--- config.mk ---
export PLATFORM = sky130hd
export DESIGN_NAME = rx_chanid_resolve
export DESIGN_NICKNAME = d
export VERILOG_FILES = /design/src/rtl/rxl_pkg.sv /design/src/rtl/rxl_addr_gen.sv /design/src/rtl/rxl_seq.sv /design/src/rtl/rxl_result.sv /design/src/rtl/rx_chanid_resolve.sv
export SDC_FILE = /design/constraint.sdc
export NUM_CORES = 1
export LEC_CHECK = 0
export BUFFER_PORTS_ARGS = -buffer_cell sky130_fd_sc_hd__buf_2
export CORE_UTILIZATION = 40
export CTS_CLUSTER_SIZE = 8
export DETAILED_ROUTE_END_ITERATION = 10
export GPL_ROUTABILITY_DRIVEN = 1
export MAX_ROUTING_LAYER = met4
export PLACE_DENSITY = 0.59
export SLEW_MARGIN = 20
export SYNTH_ARGS = -nofsm -noshare
export SYNTH_HDL_FRONTEND = slang
export SYNTH_SLANG_ARGS = --single-unit
--- constraint.sdc ---
create_clock -name clk -period 5.2 [get_ports clk]
set_clock_uncertainty 0.05 [all_clocks]
set_input_delay 1.04 -clock clk [delete_from_list [all_inputs] [get_ports clk]]
set_output_delay 1.04 -clock clk [all_outputs]
set_load 0.1 [all_outputs]
--- src/rtl/rxl_pkg.sv ---
// Package: shared state encoding and table layout constants for the
// receive channel-identifier lookup. Assumes 16-bit memory words.
package rxl_pkg;

    // Sequencer states: each read has a request state and a wait state.
    typedef enum logic [3:0] {
        ST_IDLE,
        ST_LUT_REQ,
        ST_LUT_WAIT,
        ST_CTL_REQ,
        ST_CTL_WAIT,
        ST_RLO_REQ,
        ST_RLO_WAIT,
        ST_RHI_REQ,
        ST_RHI_WAIT,
        ST_CUR_REQ,
        ST_CUR_WAIT
    } seq_state_t;

    // Word offsets inside one 16-word context entry.
    localparam logic [3:0] CTL_WORD = 4'd8;
    localparam logic [3:0] RLO_WORD = 4'd9;
    localparam logic [3:0] RHI_WORD = 4'd10;
    localparam logic [3:0] CUR_WORD = 4'd11;

    // log2 of the context entry size in bytes (16 words).
    localparam int unsigned ENTRY_LG = 5;

    // Bit positions in the lookup word and control word.
    localparam int unsigned ACT_BIT = 15;
    localparam int unsigned RDY_BIT = 15;
    localparam int unsigned SHR_BIT = 14;

endpackage

--- src/rtl/rxl_addr_gen.sv ---
// Module: rxl_addr_gen
// Forms the byte address of the next read. It is either a lookup word
// (base + 2*id) or a word inside a context entry
// (base + 32*index + 2*word). It is purely combinational.
// Assumes that AW is wide enough that no address wraps.
module rxl_addr_gen
    import rxl_pkg::*;
#(
    parameter int unsigned AW    = 24,
    parameter int unsigned ID_W  = 13,
    parameter int unsigned IDX_W = 13
) (
    input  logic             lut_phase,
    input  logic [AW-1:0]    lut_base,
    input  logic [AW-1:0]    ctx_base,
    input  logic [ID_W-1:0]  id,
    input  logic [IDX_W-1:0] idx,
    input  logic [3:0]       word,
    output logic [AW-1:0]    addr
);

    logic [AW-1:0] lut_addr;
    logic [AW-1:0] ctx_addr;

    // Lookup word address: one 16-bit word per identifier.
    assign lut_addr = lut_base + (AW'(id) << 1);

    // Context word address: entry offset plus word offset.
    assign ctx_addr = ctx_base + (AW'(idx) << ENTRY_LG) + (AW'(word) << 1);

    // Select which table the current read targets.
    assign addr = lut_phase ? lut_addr : ctx_addr;

endmodule

--- src/rtl/rxl_seq.sv ---
// Module: rxl_seq
// Sequencer for one lookup. It checks the identifier range, reads the
// lookup word, then the control word and three ring words of the ring
// owner. At the end it issues one load to the result register, either
// an accept or a discard. Assumes one outstanding read, answered by
// mem_rvalid at least one cycle after the request, and AW > 16.
module rxl_seq
    import rxl_pkg::*;
#(
    parameter int unsigned AW       = 24,
    parameter int unsigned ID_W     = 13,
    parameter int unsigned IDX_W    = 13,
    parameter int unsigned SMALL_LG = 10,
    parameter int unsigned CUR_W    = 12,
    parameter int unsigned DESC_LG  = 3
) (
    input  logic             clk,
    input  logic             rst_n,
    input  logic             start,
    input  logic [ID_W-1:0]  id_in,
    input  logic             big_table,
    input  logic             mem_rvalid,
    input  logic [15:0]      mem_rdata,
    output logic             idle,
    output logic             mem_req,
    output logic             lut_phase,
    output logic [IDX_W-1:0] addr_idx,
    output logic [3:0]       addr_word,
    output logic [ID_W-1:0]  id_q,
    output logic             load,
    output logic             load_accept,
    output logic [IDX_W-1:0] load_idx,
    output logic [AW-1:0]    load_addr
);

    localparam int unsigned HI_W = AW - 16;

    seq_state_t        state_q, state_d;
    logic [IDX_W-1:0]  idx_q;
    logic [IDX_W-1:0]  owner_q;
    logic [15:0]       rlo_q;
    logic [HI_W-1:0]   rhi_q;
    logic              out_of_range;

    // Identifier lies beyond the small table when that size is selected.
    assign out_of_range = !big_table && ((id_in >> SMALL_LG) != '0);

    // Next-state and result-load decode.
    always_comb begin
        state_d     = state_q;
        load        = 1'b0;
        load_accept = 1'b0;
        load_addr   = '0;
        case (state_q)
            ST_IDLE: begin
                if (start) begin
                    if (out_of_range) begin
                        load = 1'b1;
                    end else begin
                        state_d = ST_LUT_REQ;
                    end
                end
            end
            ST_LUT_REQ:  state_d = ST_LUT_WAIT;
            ST_LUT_WAIT: begin
                if (mem_rvalid) begin
                    if (mem_rdata[ACT_BIT]) begin
                        state_d = ST_CTL_REQ;
                    end else begin
                        load    = 1'b1;
                        state_d = ST_IDLE;
                    end
                end
            end
            ST_CTL_REQ:  state_d = ST_CTL_WAIT;
            ST_CTL_WAIT: begin
                if (mem_rvalid) begin
                    if (mem_rdata[RDY_BIT]) begin
                        state_d = ST_RLO_REQ;
                    end else begin
                        load    = 1'b1;
                        state_d = ST_IDLE;
                    end
                end
            end
            ST_RLO_REQ:  state_d = ST_RLO_WAIT;
            ST_RLO_WAIT: if (mem_rvalid) state_d = ST_RHI_REQ;
            ST_RHI_REQ:  state_d = ST_RHI_WAIT;
            ST_RHI_WAIT: if (mem_rvalid) state_d = ST_CUR_REQ;
            ST_CUR_REQ:  state_d = ST_CUR_WAIT;
            ST_CUR_WAIT: begin
                if (mem_rvalid) begin
                    load        = 1'b1;
                    load_accept = 1'b1;
                    load_addr   = {rhi_q, rlo_q}
                                + (AW'(mem_rdata[CUR_W-1:0]) << DESC_LG);
                    state_d     = ST_IDLE;
                end
            end
            default: state_d = ST_IDLE;
        endcase
    end

    // State register.
    always_ff @(posedge clk) begin
        if (!rst_n) begin
            state_q <= ST_IDLE;
        end else begin
            state_q <= state_d;
        end
    end

    // Capture the identifier and the fields read back from memory.
    always_ff @(posedge clk) begin
        if (!rst_n) begin
            id_q    <= '0;
            idx_q   <= '0;
            owner_q <= '0;
            rlo_q   <= '0;
            rhi_q   <= '0;
        end else begin
            if (state_q == ST_IDLE && start) begin
                id_q <= id_in;
            end
            if (state_q == ST_LUT_WAIT && mem_rvalid) begin
                idx_q   <= mem_rdata[IDX_W-1:0];
                owner_q <= mem_rdata[IDX_W-1:0];
            end
            if (state_q == ST_CTL_WAIT && mem_rvalid && mem_rdata[SHR_BIT]) begin
                owner_q <= mem_rdata[IDX_W-1:0];
            end
            if (state_q == ST_RLO_WAIT && mem_rvalid) begin
                rlo_q <= mem_rdata;
            end
            if (state_q == ST_RHI_WAIT && mem_rvalid) begin
                rhi_q <= mem_rdata[HI_W-1:0];
            end
        end
    end

    // Request pulse and address selection for the current state.
    always_comb begin
        mem_req   = 1'b0;
        addr_word = 4'd0;
        case (state_q)
            ST_LUT_REQ: mem_req = 1'b1;
            ST_CTL_REQ: begin mem_req = 1'b1; addr_word = CTL_WORD; end
            ST_RLO_REQ: begin mem_req = 1'b1; addr_word = RLO_WORD; end
            ST_RHI_REQ: begin mem_req = 1'b1; addr_word = RHI_WORD; end
            ST_CUR_REQ: begin mem_req = 1'b1; addr_word = CUR_WORD; end
            default:    mem_req = 1'b0;
        endcase
    end

    assign lut_phase = (state_q == ST_LUT_REQ);
    assign addr_idx  = (state_q == ST_CTL_REQ) ? idx_q : owner_q;
    assign idle      = (state_q == ST_IDLE);
    assign load_idx  = idx_q;

endmodule

--- src/rtl/rxl_result.sv ---
// Module: rxl_result
// Holding register for the lookup result. It is loaded once per lookup
// and emptied by the valid/ready handshake. Assumes that a load never
// arrives while a result is still held.
module rxl_result #(
    parameter int unsigned AW    = 24,
    parameter int unsigned IDX_W = 13
) (
    input  logic             clk,
    input  logic             rst_n,
    input  logic             load,
    input  logic             load_accept,
    input  logic [IDX_W-1:0] load_idx,
    input  logic [AW-1:0]    load_addr,
    input  logic             res_ready,
    output logic             res_valid,
    output logic             res_accept,
    output logic [IDX_W-1:0] res_ctx_idx,
    output logic [AW-1:0]    res_desc_addr
);

    // Valid flag: set on load, cleared when the consumer takes the result.
    always_ff @(posedge clk) begin
        if (!rst_n) begin
            res_valid <= 1'b0;
        end else if (load) begin
            res_valid <= 1'b1;
        end else if (res_valid && res_ready) begin
            res_valid <= 1'b0;
        end
    end

    // Payload: written only on load, held otherwise.
    always_ff @(posedge clk) begin
        if (!rst_n) begin
            res_accept    <= 1'b0;
            res_ctx_idx   <= '0;
            res_desc_addr <= '0;
        end else if (load) begin
            res_accept    <= load_accept;
            res_ctx_idx   <= load_idx;
            res_desc_addr <= load_addr;
        end
    end

endmodule

--- src/rtl/rx_chanid_resolve.sv ---
// Module: rx_chanid_resolve
// Top of the receive channel-identifier lookup. It takes one identifier
// at a time, resolves it through the lookup table and the context table
// in shared memory, and presents an accept or discard result.
// Assumes that the bases and big_table stay stable during a lookup.
module rx_chanid_resolve #(
    parameter int unsigned AW       = 24,
    parameter int unsigned ID_W     = 13,
    parameter int unsigned IDX_W    = 13,
    parameter int unsigned SMALL_LG = 10,
    parameter int unsigned CUR_W    = 12,
    parameter int unsigned DESC_LG  = 3
) (
    input  logic             clk,
    input  logic             rst_n,
    input  logic             id_valid,
    output logic             id_ready,
    input  logic [ID_W-1:0]  id_value,
    input  logic             big_table,
    input  logic [AW-1:0]    lut_base,
    input  logic [AW-1:0]    ctx_base,
    output logic             mem_req,
    output logic [AW-1:0]    mem_addr,
    input  logic             mem_rvalid,
    input  logic [15:0]      mem_rdata,
    output logic             res_valid,
    input  logic             res_ready,
    output logic             res_accept,
    output logic [IDX_W-1:0] res_ctx_idx,
    output logic [AW-1:0]    res_desc_addr
);

    logic             seq_idle;
    logic             start;
    logic             lut_phase;
    logic [IDX_W-1:0] addr_idx;
    logic [3:0]       addr_word;
    logic [ID_W-1:0]  id_q;
    logic             load;
    logic             load_accept;
    logic [IDX_W-1:0] load_idx;
    logic [AW-1:0]    load_addr;

    // Take a new identifier only when idle and the result slot is empty.
    assign id_ready = seq_idle && !res_valid;
    assign start    = id_valid && id_ready;

    rxl_seq #(
        .AW(AW), .ID_W(ID_W), .IDX_W(IDX_W),
        .SMALL_LG(SMALL_LG), .CUR_W(CUR_W), .DESC_LG(DESC_LG)
    ) u_seq (
        .clk         (clk),
        .rst_n       (rst_n),
        .start       (start),
        .id_in       (id_value),
        .big_table   (big_table),
        .mem_rvalid  (mem_rvalid),
        .mem_rdata   (mem_rdata),
        .idle        (seq_idle),
        .mem_req     (mem_req),
        .lut_phase   (lut_phase),
        .addr_idx    (addr_idx),
        .addr_word   (addr_word),
        .id_q        (id_q),
        .load        (load),
        .load_accept (load_accept),
        .load_idx    (load_idx),
        .load_addr   (load_addr)
    );

    rxl_addr_gen #(
        .AW(AW), .ID_W(ID_W), .IDX_W(IDX_W)
    ) u_addr (
        .lut_phase (lut_phase),
        .lut_base  (lut_base),
        .ctx_base  (ctx_base),
        .id        (id_q),
        .idx       (addr_idx),
        .word      (addr_word),
        .addr      (mem_addr)
    );

    rxl_result #(
        .AW(AW), .IDX_W(IDX_W)
    ) u_res (
        .clk           (clk),
        .rst_n         (rst_n),
        .load          (load),
        .load_accept   (load_accept),
        .load_idx      (load_idx),
        .load_addr     (load_addr),
        .res_ready     (res_ready),
        .res_valid     (res_valid),
        .res_accept    (res_accept),
        .res_ctx_idx   (res_ctx_idx),
        .res_desc_addr (res_desc_addr)
    );

endmodule

==> metrics.txt <==
# TYPE chip_impl_metric gauge
chip_impl_metric{name="via_count_of_the_first_global_routing_pass",unit=""} 5609
chip_impl_metric{name="cts_inserted_buffers",unit=""} 9
chip_impl_metric{name="seqPwrFrac",unit="%"} 37.8
chip_impl_metric{name="fin_crit_sh",unit="%"} 95.6
chip_impl_metric{name="ant_nets",unit=""} 0
chip_impl_metric{name="grt_first_pass_wirelength",unit="µm"} 28800
chip_impl_metric{name="grt_max_degree",unit=""} 93
chip_impl_metric{name="finalInstanceArea",unit="mm²"} 0.00837
chip_impl_metric{name="gp_congestion",unit=""} 0.845
chip_impl_metric{name="sum_of_negative_setup_slack",unit="ns"} 0
chip_impl_metric{name="switching_power",unit="W"} 0.000824
chip_impl_metric{name="synth-seq-area-share",unit="%"} 31.1
chip_impl_metric{name="internal_power",unit="W"} 0.00141
chip_impl_metric{name="dpl.hpwl",unit="µm"} 13600
chip_impl_metric{name="groute.usage.overall",unit="%"} 21.2
chip_impl_metric{name="cell_area_after_technology_mapping",unit="mm²"} 0.00682
chip_impl_metric{name="design.final.nets",unit=""} 1083
chip_impl_metric{name="post_dp_area",unit="mm²"} 0.00805
chip_impl_metric{name="path_clk_slew",unit="ns"} 0.08
chip_impl_metric{name="report.final.slew_viol_count",unit=""} 0
chip_impl_metric{name="synth_top_cell_area_share",unit="%"} 31.1
chip_impl_metric{name="cts.sinks",unit=""} 106
chip_impl_info{name="synth.area.top_cells",value="dfxtp_1 (31%), nand2_1 (7.9%), ha_1 (7.5%)"} 1
chip_impl_metric{name="achievable-frequency",unit="GHz"} 0.201
chip_impl_metric{name="routed_wire_length_per_instance",unit="µm"} 15.0
chip_impl_metric{name="total_power",unit="W"} 0.00223
chip_impl_metric{name="ios",unit=""} 148
chip_impl_info{name="worst_setup_path_start_kind",value="register"} 1
chip_impl_metric{name="pwr-share-clk",unit="%"} 30.6
chip_impl_info{name="min-delay-path-class",value="reg2reg"} 1
chip_impl_metric{name="drtPass1Iterations",unit=""} 5
chip_impl_metric{name="final-seq-area",unit="mm²"} 0.00212
chip_impl_metric{name="clk-insertion-delay-late",unit="ns"} 0.35
chip_impl_metric{name="cellLeakagePower",unit="nW"} 3.62
chip_impl_metric{name="worst-endpoint-required",unit="ns"} 4.11
chip_impl_info{name="status",value="complete, no violations"} 1
chip_impl_info{name="most_common_library_cell_in_the_layout_ignoring_fill_and_taps",value="nand2_1"} 1
chip_impl_metric{name="crit_fanout",unit=""} 13
chip_impl_metric{name="max_slew_margin",unit="%"} 38.4
chip_impl_metric{name="ctsResizeCount",unit=""} 0
chip_impl_info{name="synth_top_area_cell",value="dfxtp_1"} 1
chip_impl_metric{name="grt_remaining_overflow",unit=""} 0
chip_impl_metric{name="final_layout_size_suffix_gt1_share",unit="%"} 22.3
chip_impl_metric{name="placementRows",unit=""} 47
chip_impl_metric{name="residual_drc",unit=""} 0
chip_impl_metric{name="setup-violations-final",unit=""} 0
chip_impl_info{name="ys_flop_type",value="dfxtp_1"} 1
chip_impl_metric{name="syn-num-nets",unit=""} 951
chip_impl_metric{name="design.core.area",unit="mm²"} 0.0166
chip_impl_metric{name="htree_levels",unit=""} 3
chip_impl_metric{name="power_switching_share",unit="%"} 36.9
chip_impl_info{name="tritoncts",value="built"} 1
chip_impl_metric{name="min_period",unit="ns"} 4.97
chip_impl_metric{name="dieWidth",unit="µm"} 133
chip_impl_metric{name="worst_path_arrival",unit="ns"} 3.88
chip_impl_metric{name="synth-async-reset-ratio",unit="%"} 0
chip_impl_metric{name="first_iter_violations",unit=""} 281
chip_impl_metric{name="antenna_found_initial",unit=""} 3
chip_impl_metric{name="vias_per_cell",unit=""} 5.07
chip_impl_metric{name="drt-total-wl",unit="µm"} 17700
chip_impl_metric{name="postSynthAreaPerCell",unit="µm²"} 8.28
chip_impl_metric{name="syn2layout_area_growth",unit="%"} 22.7
chip_impl_metric{name="vdd.ir_drop.worst",unit="V"} 0.000165
chip_impl_info{name="critPathKind",value="reg2out"} 1
chip_impl_metric{name="clockBufferDepth",unit=""} 2
chip_impl_metric{name="cap_viol_max_count",unit=""} 0
chip_impl_metric{name="number_of_buffers_inserted_to_repair_setup_after_cts",unit=""} 0
chip_impl_metric{name="initial_core_util",unit="%"} 41.0
chip_impl_metric{name="count_of_state_elements_after_synthesis",unit=""} 106
chip_impl_metric{name="number_of_hold_violations_in_the_final_report",unit=""} 0
chip_impl_metric{name="dr_total_vias",unit=""} 6007
chip_impl_info{name="grt_setup_unrepaired",value="false"} 1
chip_impl_metric{name="synth_edf_count",unit=""} 0
chip_impl_metric{name="port_buffers",unit=""} 147
chip_impl_metric{name="worst_slew_pin_slew",unit="ns"} 0.919
chip_impl_metric{name="postCtsHoldBufs",unit=""} 0
chip_impl_metric{name="comb_power_share",unit="%"} 31.6
chip_impl_metric{name="multi_input_comb_area",unit="mm²"} 0.00456
chip_impl_metric{name="synth.lib_cells_used.distinct",unit=""} 59
chip_impl_metric{name="die-height",unit="µm"} 133
chip_impl_metric{name="die_area",unit="mm²"} 0.0176
chip_impl_metric{name="power_per_cell_area",unit="mW/mm²"} 267
chip_impl_info{name="worst_setup_path_end_kind",value="primary output"} 1
chip_impl_metric{name="synth.yosys.warnings",unit=""} 0
chip_impl_metric{name="fillCellCount",unit=""} 1666
chip_impl_metric{name="postSynthCellCount",unit=""} 824
chip_impl_info{name="cts_root_buf",value="clkbuf_16"} 1
chip_impl_info{name="layout.cells.most_common_list",value="nand2_1 (144), buf_2 (133), dfxtp_1 (105)"} 1
## stage by stage
step | utilization, % | cells | setup WS, ns | hold slack, ns
after floorplan | - | 824 | -0.134 | 0.385
after global placement | 48.4 | 1165 | 0.359 | 0.379
after detailed placement | 48.4 | 1165 | 0.298 | 0.385
after CTS | 50.2 | 1181 | 0.0910 | 0.396
after global routing | 50.3 | 1184 | 0.000474 | 0.412
final | 50.3 | 1185 | 0.231 | 0.391
## area by class of cell
class | instances | area share [%]
Sequential cell | 106 | 25.4
Timing Repair Buffer | 158 | 12.4
Clock inverter | 6 | 0.673
Inverter | 16 | 0.718
Tap cell | 220 | 3.29
Clock buffer | 10 | 2.86
Multi-Input combinational cell | 665 | 54.5
Antenna cell | 4 | 0.120
## critical path: stages, from the launching register on
cell	delay, ns
dfxtp_1	0.31
inv_1	0.17
nand2_1	0.14
nor2_2	0.18
buf_12	0.16
mux2_2	0.34
ha_1	0.32
a21o_1	0.19
a311oi_1	0.29
o31ai_1	0.14
o21a_1	0.23
o31ai_4	0.24
mux2i_1	0.15
a2111oi_4	0.42
buf_12	0.22
## worst paths after layout
check                                from                 endpoint  slack, ns  cells past startpoint
setup reg to reg         u_seq.state_q[1]  u_res.res_desc_addr[23]       2.52                      8
setup / recovery         u_seq.state_q[3]             mem_addr[22]       0.23                     14
hold / removal    u_res.res_desc_addr[21]  u_res.res_desc_addr[21]       0.39                      2
hold reg to reg   u_res.res_desc_addr[21]  u_res.res_desc_addr[21]       0.39                      2
## flip-flops by register name (all words and copies together) (netlist names)
name / cells
u_res.res_accept: 1
u_res.res_ctx_idx: 13
u_res.res_desc_addr: 24
u_res.res_valid: 1
u_seq.id_q: 13
u_seq.load_idx: 13
u_seq.owner_q: 13
u_seq.rhi_q: 8
u_seq.rlo_q: 16
u_seq.state_q: 4
## metal layers
layer | GRT usage (%) | up-vias | part of all wire [%]
met3 | 5.67 | 9 | 5.7
met4 | 4.15 | 0 | 0.98
met5 | - | - | 0
met1 | 27.3 | 2715 | 48
li1 | - | 3152 | -
met2 | 33.2 | 131 | 46
## power by group through the flow
stage          clock network [W]  registers [W]  logic [W]
2_1_floorplan                  0       0.000866   0.000501
3_3_place_gp                   0       0.000862   0.000706
3_5_place_dp                   0       0.000862   0.000704
4_1_cts                 0.000703       0.000843   0.000707
5_1_grt                 0.000735       0.000846   0.000752
6_report                0.000683       0.000843   0.000705
## cell usage after synthesis (4+ instances only)
cell        n
xnor2_1    27
a21oi_1    40
ha_1       41
buf_2       8
a311oi_1    4
a21boi_0   46
inv_1      16
a21o_1     21
and3_1     11
clkbuf_1   26
dfxtp_1   106
nor3_1     14
o21ai_0    29
nand2_1   144
mux2_2     13
nand2b_1    8
a31oi_1     7
mux2i_1    43
xor2_1     32
nor2b_1    50
o21a_1      4
a211oi_1    8
nor2_1     37
and2_1      5
nand4_1     6
a22oi_1     9
o21ai_1    10
nand3_1    14
## kinds of logic (layout without fill, tap and decap cells)
| logic type | Yosys count | in the layout | share of synthesized area, % |
|---|---|---|---|
| AND/OR/NAND/NOR | 299 | 299 | 20.6 |
| buffers and inverters | 53 | 190 | 3.28 |
| AO/OA/AOI/OAI | 207 | 207 | 20.6 |
| adder cells (fa/ha/maj) | 44 | 44 | 8.40 |
| flip-flops | 106 | 106 | 31.1 |
| XOR/XNOR | 59 | 59 | 7.58 |
| multiplexers | 56 | 56 | 8.46 |
| other | 0 | 4 | 0 |
No activity file was read; power rests on OpenSTA's default activity.
